<file path="src/rtl/p2x_pkg.sv">
`timescale 1ns/1ps
package p2x_pkg;
  // counter width able to hold 0..n, never below 1
  function automatic int cnt_w(input int n);
    int w;
    w = $clog2(n + 1);
    return (w < 1) ? 1 : w;
  endfunction
endpackage

</file>
<file path="src/rtl/p2x_phase_sense.sv">
`timescale 1ns/1ps
module p2x_phase_sense (
  input  logic clk_i,
  input  logic rst_ni,
  input  logic slow_clk_i,
  output logic rise_o
);
  logic s_neg_q, s_q, s_prev_q;

  // sample slow clock mid fast cycle, away from either clock's rising edge
  always_ff @(negedge clk_i or negedge rst_ni) begin
    if (!rst_ni) s_neg_q <= 1'b0;
    else         s_neg_q <= slow_clk_i;
  end

  always_ff @(posedge clk_i or negedge rst_ni) begin
    if (!rst_ni) begin
      s_q      <= 1'b0;
      s_prev_q <= 1'b0;
    end else begin
      s_q      <= s_neg_q;
      s_prev_q <= s_q;
    end
  end

  assign rise_o = s_q & ~s_prev_q;
endmodule

</file>
<file path="src/rtl/p2x_arm_gate.sv">
`timescale 1ns/1ps
module p2x_arm_gate #(
  parameter int ARM_EDGES = 2
) (
  input  logic clk_i,
  input  logic rst_ni,
  input  logic rise_i,
  output logic en_o,
  output logic armed_o
);
  localparam int CW = p2x_pkg::cnt_w(ARM_EDGES);
  localparam logic [CW-1:0] ARM_LIM = CW'(ARM_EDGES);

  logic [CW-1:0] cnt_q;
  logic          en_q;

  assign armed_o = (cnt_q == ARM_LIM);

  always_ff @(posedge clk_i or negedge rst_ni) begin
    if (!rst_ni) begin
      cnt_q <= '0;
      en_q  <= 1'b0;
    end else begin
      en_q <= rise_i & armed_o;
      if (rise_i && !armed_o) cnt_q <= cnt_q + 1'b1;
    end
  end

  assign en_o = en_q;
endmodule

</file>
<file path="src/rtl/p2x_capture.sv">
`timescale 1ns/1ps
module p2x_capture #(
  parameter int WIDTH = 16
) (
  input  logic             clk_i,
  input  logic             rst_ni,
  input  logic             en_i,
  input  logic [WIDTH-1:0] d_i,
  output logic [WIDTH-1:0] q_o,
  output logic             vld_o
);
  logic [WIDTH-1:0] q_q;
  logic             vld_q;

  always_ff @(posedge clk_i or negedge rst_ni) begin
    if (!rst_ni) begin
      q_q   <= '0;
      vld_q <= 1'b0;
    end else begin
      vld_q <= en_i;
      if (en_i) q_q <= d_i;
    end
  end

  assign q_o   = q_q;
  assign vld_o = vld_q;
endmodule

</file>
<file path="src/rtl/p2x_phase_xfer.sv">
`timescale 1ns/1ps
module p2x_phase_xfer #(
  parameter int WIDTH     = 16,
  parameter int ARM_EDGES = 2
) (
  input  logic             clk2x_i,
  input  logic             rst_ni,
  input  logic             slow_clk_i,
  input  logic [WIDTH-1:0] data_1x_i,
  output logic [WIDTH-1:0] data_o,
  output logic             valid_o
);
  logic rise_w, en_w, armed_w;

  p2x_phase_sense u_sense (
    .clk_i      (clk2x_i),
    .rst_ni     (rst_ni),
    .slow_clk_i (slow_clk_i),
    .rise_o     (rise_w)
  );

  p2x_arm_gate #(.ARM_EDGES(ARM_EDGES)) u_gate (
    .clk_i   (clk2x_i),
    .rst_ni  (rst_ni),
    .rise_i  (rise_w),
    .en_o    (en_w),
    .armed_o (armed_w)
  );

  p2x_capture #(.WIDTH(WIDTH)) u_cap (
    .clk_i  (clk2x_i),
    .rst_ni (rst_ni),
    .en_i   (en_w),
    .d_i    (data_1x_i),
    .q_o    (data_o),
    .vld_o  (valid_o)
  );
endmodule

</file>
<file path="config.mk">
export PLATFORM = sky130hd
export DESIGN_NAME = p2x_phase_xfer
export DESIGN_NICKNAME = d
export VERILOG_FILES = /design/src/rtl/p2x_pkg.sv /design/src/rtl/p2x_phase_sense.sv /design/src/rtl/p2x_arm_gate.sv /design/src/rtl/p2x_capture.sv /design/src/rtl/p2x_phase_xfer.sv
export SDC_FILE = /design/constraint.sdc
export NUM_CORES = 1
export LEC_CHECK = 0
export ABC_AREA = 1
export BUFFER_PORTS_ARGS = -buffer_cell sky130_fd_sc_hd__buf_2
export CAP_MARGIN = 15
export CORE_MARGIN = 3
export CORE_UTILIZATION = 49
export CTS_BUF_LIST = sky130_fd_sc_hd__clkbuf_16
export CTS_CLUSTER_DIAMETER = 100
export CTS_CLUSTER_SIZE = 10
export DETAILED_ROUTE_END_ITERATION = 6
export GPL_ROUTABILITY_DRIVEN = 0
export PLACE_DENSITY = 0.81
export SLEW_MARGIN = 20
export SYNTH_ARGS = -nofsm -noshare
export SYNTH_HDL_FRONTEND = slang
export SYNTH_SLANG_ARGS = --single-unit
</file>
<file path="constraint.sdc">
create_clock -name clk2x_i -period 2.15 [get_ports clk2x_i]
set_clock_uncertainty 0.1 [all_clocks]
set_input_delay 0.3225 -clock clk2x_i [delete_from_list [all_inputs] [get_ports clk2x_i]]
set_output_delay 0.3225 -clock clk2x_i [all_outputs]
set_load 0.005 [all_outputs]
</file>
==> metrics.csv <==
metric;value;unit
synth_compound_area_share;10.63;%
grt_start_max_net_pins;34;
synthAdderAreaFrac;1.399;%
io_pins;36;
post_drt_wl_per_cell;11.76;um
fill_cells;134;
hold_path.class;in -> reg;
worstPathArrival;1.73;ns
final_common_cell;buf_2;
ys_types;11;
ant_nets;0;
gr-total-overflow;0;
netlist_area;894.6;sq um
grtUsageTotal;17.27;%
die_x;48.73;um
hold_buffers;1;
grt_setup_unrepaired;false;
cp_max_fo;1;
htreeDepth;1;
io_buffer_count;35;
first_global_vias;689;
drv_cap;0;
die-height;48.73;um
synth-seq-cells;23;
insertion_delay;0.28;ns
worst_pin_slew;0.9236;ns
cts_num_sinks;23;
p_leak;0.6367;nW
grt_pass1_wl;3.153;mm
synthMuxAreaShare;0;%
powerDensity;1313;nW/um^2
cts_tree;yes;
n_antenna_cell;0;
num_rows;14;
fin_setup_tns;0;ns
finalHoldViolCount;0;
dpl_cell_area;1074;sq um
syn2layout_area_growth;29.93;%
clockBufferDepth;2;
start_util;55.51;%
synth_top_family_by_area;buffers and inverters;
endpoint_kind;flip-flop;
drive_gt1_share;33.86;%
wirelength;1.776;mm
yosys.area_share.simple;11.05;%
setup_viol;0;
yosysWarningCount;0;
postLayoutCoreUtil;72.13;%
final_net_count;148;
yosysSeqAreaShare;64.34;%
peakVddDrop;0.7347;mV
num_vias;662;
cts_resized;0;
synth_fp_nets;109;
clkTransAtPathRegs;0.06;ns
dp_hpwl;1.221;mm
die_area;2375;sq um
relSlewSlack;38.43;%
status;finished, final reports clean;
power.total;1.526;mW
viasPerCell;4.384;
core;1612;sq um
final_cell_mix;buf_2 (35), inv_1 (22), dfrtp_1 (22);
cp_data_required_time;2.24;ns
drtIter0Drc;10;
synth_xor_area_share;0;%
drt_pass1_iterations;4;
final_area;1162;sq um
cts_buffers;3;
root_buffer;clkbuf_16;
drc;0;
syn_avg_cell_area;10.05;sq um
start_kind;flip-flop;
syn_inst;89;
drv_slew;0;
path_class;reg -> reg;
post-cts-setup-buffers;0;
hold_slack;0.1760;ns
antenna_found_initial;0;
==> layer usage <==
layer	global-route usage, %	part of all wire, %	vias up
li1	-	-	342
met1	22.65	43	295
met2	29.19	52	25
met3	2.761	5.6	0
met4	5.687	0	0
met5	0	0	-
==> cells in the mapped netlist, drive strengths merged <==
cell type	n	area share (%)
o21ai	16	11
nand3	3	1.7
dfrtn	1	2.8
inv	21	8.8
nand2	20	8.4
nor3	1	0.56
ha	1	1.4
nor2	1	0.42
dfrtp	22	62
buf	3	3.8
==> where the power goes <==
group          internal, mW  switching, mW
clock network         0.247          0.136
registers             0.609          0.106
logic                 0.206          0.222
total                  1.06          0.464
==> cells by family after synthesis <==
kind of cell,count (synthesis)
AO/OA/AOI/OAI,16
adder cells (fa/ha/maj),1
buffers and inverters,24
flip-flops,23
AND/OR/NAND/NOR,25
==> path summary, 6_finish.rpt <==
| kind | start | slack (ns) | cells after the start | endpoint |
|---|---|---|---|---|
| hold / removal | data_1x_i[14] | 0.18 | 3 | u_cap.q_o[14] |
| max in group asynchronous | rst_ni | 0.58 | 2 | u_sense.s_neg_q |
| min in group asynchronous | rst_ni | 0.53 | 3 | u_gate.cnt_q[1] |
| setup / recovery | u_sense.s_neg_q | 0.51 | 0 | u_sense.s_q |
| setup reg to reg | u_sense.s_neg_q | 0.51 | 0 | u_sense.s_q |
| hold reg to reg | u_sense.s_q | 0.31 | 0 | u_sense.s_prev_q |
==> flip-flops by register name (all words and copies together), names as in the netlist <==
signal,cells
u_gate.cnt_q,2
u_sense.s_prev_q,1
u_sense.s_neg_q,1
u_gate.en_o,1
u_cap.vld_o,1
u_cap.q_o,16
u_sense.s_q,1
==> final cells by class <==
type                    instances  area (sq um)  area share, %
clock buffers                   3         75.07          6.459
clock inverters                 1         3.754         0.3229
inverters                      21         78.83          6.782
multi-input cells              42         206.4          17.76
flip-flops and latches         23         575.6          49.52
well taps                      24         30.03          2.583
repair buffers                 37         192.7          16.58
==> through the flow <==
stage	worst slack, ns	std cells
after floorplan	0.5081	89
after global placement	0.4059	146
after detailed placement	0.4053	146
after CTS	0.5050	151
after global routing	0.4641	151
final	0.5082	151
Power figures use the tool's default switching activity.
